File: src/rtl/ep_fifo_pkg.sv
package ep_fifo_pkg;

    typedef enum logic [1:0] {
        HS_NONE  = 2'b00,
        HS_ACK   = 2'b01,
        HS_NAK   = 2'b10,
        HS_STALL = 2'b11
    } hs_e;

    typedef enum logic {
        EN_OFF   = 1'b0,
        EN_ARMED = 1'b1
    } en_state_e;

    // Field order sets the bit positions of the status nibble (full at bit 0)
    typedef struct packed {
        logic err;
        logic enable;
        logic empty;
        logic full;
    } ep_flags_t;

    localparam int STAT_W = 16;

endpackage

File: src/rtl/ep_arm_fsm.sv
module ep_arm_fsm
    import ep_fifo_pkg::*;
(
    input  logic clk,
    input  logic rst_n,
    input  logic arm,
    input  logic disarm_rst,
    input  logic term_hs,
    output logic enable
);

    en_state_e state_q, state_d;

    always_ff @(posedge clk or negedge rst_n) begin
        if (!rst_n) state_q <= EN_OFF;
        else        state_q <= state_d;
    end

    // Priority: endpoint reset, then arm, then handshake completion
    always_comb begin
        state_d = state_q;
        unique case (state_q)
            EN_OFF: begin
                if (arm && !disarm_rst) state_d = EN_ARMED;
            end
            EN_ARMED: begin
                if (disarm_rst)           state_d = EN_OFF;
                else if (term_hs && !arm) state_d = EN_OFF;
            end
            default: state_d = EN_OFF;
        endcase
    end

    always_comb enable = (state_q == EN_ARMED);

    AST_ARM_SETS: assert property (@(posedge clk) disable iff (!rst_n)
        arm && !disarm_rst |=> enable);
    AST_TERM_CLEARS: assert property (@(posedge clk) disable iff (!rst_n)
        term_hs && !arm && !disarm_rst |=> !enable);
    AST_EPRST_CLEARS: assert property (@(posedge clk) disable iff (!rst_n)
        disarm_rst |=> !enable);

endmodule

File: src/rtl/ep_fifo_store.sv
module ep_fifo_store #(
    parameter int DEPTH = 64,
    parameter int DW    = 8
) (
    input  logic          clk,
    input  logic          rst_n,
    input  logic          flush,
    input  logic          push,
    input  logic [DW-1:0] push_data,
    input  logic          pop,
    output logic [DW-1:0] pop_data,
    output logic          full,
    output logic          empty,
    output logic          err
);

    localparam int PW = (DEPTH > 1) ? $clog2(DEPTH) : 1;
    localparam int CW = $clog2(DEPTH + 1);
    localparam logic [CW-1:0] OCC_MAX  = CW'(DEPTH);
    localparam logic [PW-1:0] PTR_LAST = PW'(DEPTH - 1);

    logic [DW-1:0] mem [DEPTH];
    logic [PW-1:0] wr_ptr, rd_ptr;
    logic [CW-1:0] occ;
    logic          push_ok, pop_ok;

    always_comb begin
        full     = (occ == OCC_MAX);
        empty    = (occ == '0);
        push_ok  = push && !full && !flush;
        pop_ok   = pop && !empty && !flush;
        pop_data = mem[rd_ptr];
    end

    always_ff @(posedge clk) begin
        if (push_ok) mem[wr_ptr] <= push_data;
    end

    always_ff @(posedge clk or negedge rst_n) begin
        if (!rst_n) begin
            wr_ptr <= '0;
            rd_ptr <= '0;
            occ    <= '0;
            err    <= 1'b0;
        end else if (flush) begin
            wr_ptr <= '0;
            rd_ptr <= '0;
            occ    <= '0;
            err    <= 1'b0;
        end else begin
            if (push_ok) wr_ptr <= (wr_ptr == PTR_LAST) ? '0 : wr_ptr + 1'b1;
            if (pop_ok)  rd_ptr <= (rd_ptr == PTR_LAST) ? '0 : rd_ptr + 1'b1;
            case ({push_ok, pop_ok})
                2'b10:   occ <= occ + 1'b1;
                2'b01:   occ <= occ - 1'b1;
                default: occ <= occ;
            endcase
            if ((push && full) || (pop && empty)) err <= 1'b1;
        end
    end

    AST_OCC_BOUND: assert property (@(posedge clk) disable iff (!rst_n)
        occ <= OCC_MAX);
    AST_FULL_EMPTY_EXCL: assert property (@(posedge clk) disable iff (!rst_n)
        !(full && empty));
    AST_FULL_POP_CLEARS: assert property (@(posedge clk) disable iff (!rst_n)
        full && pop && !push |=> !full);
    AST_FLUSH_EMPTIES: assert property (@(posedge clk) disable iff (!rst_n)
        flush |=> empty && !err);
    AST_ERR_STICKY: assert property (@(posedge clk) disable iff (!rst_n)
        err && !flush |=> err);
    AST_NO_OVERFLOW: assert property (@(posedge clk) disable iff (!rst_n)
        full && push && !pop && !flush |=> full && err);

endmodule

File: src/rtl/ep_stat_view.sv
module ep_stat_view
    import ep_fifo_pkg::*;
#(
    parameter int N_EP = 4,
    parameter int EPW  = 2
) (
    input  logic                   clk,
    input  logic                   rst_n,
    input  logic                   sel_valid,
    input  logic                   sel_setup,
    input  logic [EPW-1:0]         sel_ep,
    input  logic                   rd_stb,
    input  ep_flags_t [N_EP-1:0]   flags,
    output logic [STAT_W-1:0]      rd_data,
    output logic                   rd_err
);

    always_comb begin
        rd_data = '0;
        rd_err  = 1'b0;
        if (!sel_valid) begin
            rd_err = rd_stb;
        end else if (!sel_setup) begin
            rd_data[3:0] = flags[sel_ep];
        end
    end

    AST_NOSEL_ERR: assert property (@(posedge clk) disable iff (!rst_n)
        rd_stb && !sel_valid |-> rd_err && (rd_data == '0));
    AST_SETUP_SILENT: assert property (@(posedge clk) disable iff (!rst_n)
        sel_valid && sel_setup |-> !rd_err && (rd_data == '0));
    AST_RSVD_ZERO: assert property (@(posedge clk) disable iff (!rst_n)
        rd_data[STAT_W-1:4] == '0);

endmodule

File: src/rtl/ep_fifo_status.sv
module ep_fifo_status
    import ep_fifo_pkg::*;
#(
    parameter int N_EP  = 4,
    parameter int DEPTH = 64,
    parameter int DW    = 8,
    parameter int EPW   = (N_EP > 1) ? $clog2(N_EP) : 1
) (
    input  logic              clk,
    input  logic              rst_n,
    input  logic              sel_valid,
    input  logic              sel_setup,
    input  logic [EPW-1:0]    sel_ep,
    input  logic              arm_stb,
    input  logic              clr_stb,
    input  logic              rst_ep_stb,
    input  logic              rd_stb,
    output logic [15:0]       rd_data,
    output logic              rd_err,
    input  logic [EPW-1:0]    eng_ep,
    input  logic              eng_push,
    input  logic [DW-1:0]     eng_push_data,
    input  logic              eng_pop,
    output logic [DW-1:0]     eng_pop_data,
    input  logic              eng_done,
    input  logic [1:0]        eng_hs
);

    logic                 cpu_hit;
    logic                 term_any;
    ep_flags_t [N_EP-1:0] flags;
    logic [DW-1:0]        head [N_EP];

    always_comb begin
        cpu_hit  = sel_valid && !sel_setup;
        term_any = eng_done && ((hs_e'(eng_hs) == HS_ACK) || (hs_e'(eng_hs) == HS_STALL));
    end

    for (genvar e = 0; e < N_EP; e++) begin : g_ep
        logic hit, eng_hit, flush;

        always_comb begin
            hit     = cpu_hit && (sel_ep == EPW'(e));
            eng_hit = (eng_ep == EPW'(e));
            flush   = hit && (clr_stb || rst_ep_stb);
        end

        ep_arm_fsm u_arm (
            .clk        (clk),
            .rst_n      (rst_n),
            .arm        (hit && arm_stb),
            .disarm_rst (hit && rst_ep_stb),
            .term_hs    (eng_hit && term_any),
            .enable     (flags[e].enable)
        );

        ep_fifo_store #(.DEPTH(DEPTH), .DW(DW)) u_store (
            .clk       (clk),
            .rst_n     (rst_n),
            .flush     (flush),
            .push      (eng_hit && eng_push),
            .push_data (eng_push_data),
            .pop       (eng_hit && eng_pop),
            .pop_data  (head[e]),
            .full      (flags[e].full),
            .empty     (flags[e].empty),
            .err       (flags[e].err)
        );
    end

    always_comb eng_pop_data = head[eng_ep];

    ep_stat_view #(.N_EP(N_EP), .EPW(EPW)) u_view (
        .clk       (clk),
        .rst_n     (rst_n),
        .sel_valid (sel_valid),
        .sel_setup (sel_setup),
        .sel_ep    (sel_ep),
        .rd_stb    (rd_stb),
        .flags     (flags),
        .rd_data   (rd_data),
        .rd_err    (rd_err)
    );

endmodule

File: config.mk
export PLATFORM = sky130hd
export DESIGN_NAME = ep_fifo_status
export DESIGN_NICKNAME = d
export VERILOG_FILES = /design/src/rtl/ep_fifo_pkg.sv /design/src/rtl/ep_arm_fsm.sv /design/src/rtl/ep_fifo_store.sv /design/src/rtl/ep_stat_view.sv /design/src/rtl/ep_fifo_status.sv
export SDC_FILE = /design/constraint.sdc
export NUM_CORES = 2
export LEC_CHECK = 0
export CAP_MARGIN = 20
export CORE_MARGIN = 10
export CORE_UTILIZATION = 25
export CTS_CLUSTER_DIAMETER = 120
export CTS_CLUSTER_SIZE = 24
export DETAILED_ROUTE_END_ITERATION = 12
export SLEW_MARGIN = 5
export SYNTH_ARGS = -nofsm -noshare
export SYNTH_HDL_FRONTEND = slang
export SYNTH_SLANG_ARGS = --single-unit
File: constraint.sdc
create_clock -name clk -period 3.5 [get_ports clk]
set_input_delay 0.35 -clock clk [delete_from_list [all_inputs] [get_ports clk]]
set_output_delay 0.35 -clock clk [all_outputs]
set_load 0.02 [all_outputs]
==> flow_summary.toml <==
[die]
die_area_mm2 = 0.365
die_h_um = 605
die_x_um = 605
rows = 214
ioPinCount = 50
start_util_pct = 25.1
core-area_mm2 = 0.340

[sta]
drv_slew = 0
finalHoldViolCount = 0
skew_ns = 0.0531
slew_headroom_pct = 16.2
worstMarginPinSlew_ns = 1.26
final.period_utilization_pct = 132
fmax_mhz = 216
fin_crit_ns = 4.63
rsz0062_at_grt = "yes"
whs_ns = 0.0910
worst_slack_ns = -1.13
finalSetupViolCount = 8

[placement]
gp_congestion = 0.862
pre_cts_slack_ns = -1.15
place_hpwl_um = 158000
port_buffers = 36
dpl.cell_count = 9618

[finish]
nFillCells = 33216
layout-area-overhead-vs-synth_pct = 19.3
drive_above_1_share_pct = 30.5
final_nets = 5280
final_common_cell = "edfxtp_1"
layoutNonFillerInstCount = 9835
utilization_pct = 30.0
final_cell_mix = "edfxtp_1, buf_4, mux4_2"

[grt]
grt_max_degree = 120
antenna_found_initial = 5
grt_util_all_layers_pct = 12.2
grt_overflow_total = 0
first_global_vias = 46297
grt_pass1_wl_um = 334000

[worst_setup_path]
crit_family = "simple AND/OR/NAND/NOR gates"
r2r_slack_ns = 0.36
worstPathRequired_ns = 3.15
cp_slowest_stage_delay_ns = 0.56
reg2reg_depth = 10
critPathLaunchType = "flip-flop"
reg2reg_from = "g_ep[2].u_store.occ[1]$_DFFE_PN0P_"
cp_max_fo = 4
cp.arrival_ns = 4.28
critPathKind = "reg2out"
slowest_stage = "dfrtp_4"
crit_chain = "buf_12, buf_12, buf_4, mux4_2, nand4_1, o311ai_1, or4_4, a211oi_4, nand4_1, buf_12, buf_12"
cp-end-kind = "output pin"
crit_buf_inv = 5
r2r_end = "g_ep[2].u_store.occ[6]$_DFFE_PN0P_"
cpMostUsedCell = "buf_12"

[power]
switchingPower_uw = 18100
clockPowerShare_pct = 22.1
power.share.sequential_pct = 47.9
p_per_area_mw_per_mm2 = 595
swShare_pct = 29.8
report.power.total_uw = 60700
peakVddDrop_uv = 451
combinationalPowerShare_pct = 30.0
power.leakage_uw = 0.0320
internal-power_uw = 42600

[clocking]
ctsRootBufferMaster = "clkbuf_16"
cts_made_buffers = 101
cts_htree_levels = 3
cts.clk_slew.worst_paths_ns = 0.11
cts_tree = "yes"
cts_buffer_depth = 3
cts_sinks = 2132
insertion_delay_ns = 0.80

[route]
wl_per_cell_um = 23.5
wirelength_um = 231000
dr.pass1.iters = 6
vias = 46243
first_iter_violations = 5595
drc_errors = 0
via_per_inst = 4.70
antenna_left = 0

[synthesis]
synth_xor_area_share_pct = 0.410
synth_edf_count = 2048
synth_top_family_by_area = "multiplexers"
synth-compound-area-share_pct = 3.11
synth_seq_area_share_pct = 74.5
synth-simple-area-share_pct = 5.28
avgSynthCellArea_um2 = 19.0
synth_seq_cells = 2132
async_reset_ff_share_pct = 3.94
synth_fa_ha_area_share_pct = 0.234
synth_mux_area_share_pct = 14.8
ys_types = 77
synthesis.area_mm2 = 0.0854
synth_warnings = 0
ys.flop_type = "edfxtp_1"
syn_inst = 4487

[run]
cap_violations = 0

[min_path]
min-delay-start = "eng_push_data[6]"
hold_path_depth = 1
hold_path.class = "in2reg"
holdPathEnd = "g_ep[1].u_store.mem[56][6]$_DFFE_PP_"

[run_status]
status = "complete, but fails checks"
violations = "negative setup slack"
==> layout make-up <==
class	instances	area, um2	share of cell area, %
clock buffers	152	2760	2.71
diodes	3	7.51	0.00737
clock inverters	8	145	0.142
flip-flops and latches	2132	63600	62.4
repair buffers	919	8430	8.27
well taps	4536	5680	5.57
multi-input cells	2073	21200	20.8
inverters	12	45.0	0.0442
==> stage by stage <==
| step | area, um2 | setup TNS, ns |
|---|---|---|
| final | 102000 | -7.94 |
| after detailed placement | 97400 | -6.30 |
| after CTS | 102000 | -8.73 |
| after global routing | 102000 | -8.49 |
| after floorplan | 85500 | 0 |
| after global placement | 97400 | -6.65 |
==> worst register-to-register path, cell delays in order, from the launching register on <==
cell and delay [ns]:
dfrtp_1 0.46, or3_1 0.48, o311ai_0 0.47, nor3_1 0.14
xor2_1 0.17, ha_1 0.21, or2_2 0.29, o41a_1 0.32
o32ai_1 0.29, xnor2_1 0.16, nor2_1 0.05
==> routing by layer <==
layer,vias up,global-route usage [%],wire length [um],share of wire [%]
met5,-,0,27,0.012
met4,4,3.86,8270,3.6
met3,290,1.67,14800,6.4
met2,1715,20.4,112000,49
met1,24505,16.5,95500,41
li1,19729,-,-,-
==> cells by family (layout without fill, tap and decap cells) <==
group | count (synthesis) | in the layout
DFF | 2132 | 2132
and+or+nand+nor | 918 | 918
muxes | 700 | 700
AOI/OAI and AO/OA | 387 | 387
buffers and inverters | 293 | 1091
xor gates and xnor gates | 40 | 40
adders and majority gates | 16 | 16
other | 1 | 15
==> Yosys cell counts (63+ instances only) <==
| cell type | instances | area (um2) |
|---|---|---|
| edfxtp_1 | 2048 | 61500 |
| mux4_2 | 441 | 9930 |
| nor2_1 | 375 | 1410 |
| mux2i_1 | 217 | 2170 |
| nand2_1 | 143 | 537 |
| clkbuf_1 | 136 | 510 |
| dfrtp_1 | 84 | 2100 |
| nand4_1 | 77 | 482 |
| nand3_1 | 72 | 360 |
| a21oi_1 | 65 | 325 |
| o22ai_1 | 63 | 394 |
==> sequential cells by signal, summed over array words and instances, names as in the netlist <==
name	flops
g_ep.u_arm.enable	4
g_ep.u_store.rd_ptr	24
g_ep.u_store.mem	2048
g_ep.u_store.err	4
g_ep.u_store.wr_ptr	24
g_ep.u_store.occ	28
==> worst max-delay path by stage <==
stage,startpoint,to,slack [ns],depth (start not counted)
finish,g_ep[0].u_store.rd_ptr[0]$_DFFE_PN0P_,eng_pop_data[0],-1.13,11
global route,g_ep[0].u_store.rd_ptr[0]$_DFFE_PN0P_,eng_pop_data[0],-1.23,11
CTS,g_ep[1].u_store.rd_ptr[0]$_DFFE_PN0P_,eng_pop_data[0],-1.26,11
detailed placement,g_ep[1].u_store.rd_ptr[0]$_DFFE_PN0P_,eng_pop_data[3],-1.15,11
global placement,g_ep[1].u_store.rd_ptr[0]$_DFFE_PN0P_,eng_pop_data[6],-1.18,10
floorplan,g_ep[2].u_store.occ[2]$_DFFE_PN0P_,g_ep[2].u_store.occ[6]$_DFFE_PN0P_,0.33,11
==> what timing repair did <==
item / CTS / global route
hold buffers: 1 / 0
buffers inserted: 35 / 21
resized for setup: 151 / 55
setup endpoints to repair: 10 / 9
pin swaps: 27 / 33
cloned: 4 / 2
endpoints found under the hold margin: 43 / 0
==> power by group through the flow <==
stage | Clock [uW] | Sequential, uW | Combinational [uW]
CTS | 13700 | 29000 | 18000
detailed placement | 0 | 29700 | 16600
global route | 14600 | 29100 | 19100
floorplan | 0 | 29100 | 9310
global placement | 0 | 29600 | 16500
finish | 13400 | 29000 | 18200
No activity file was read; power rests on OpenSTA's default activity.
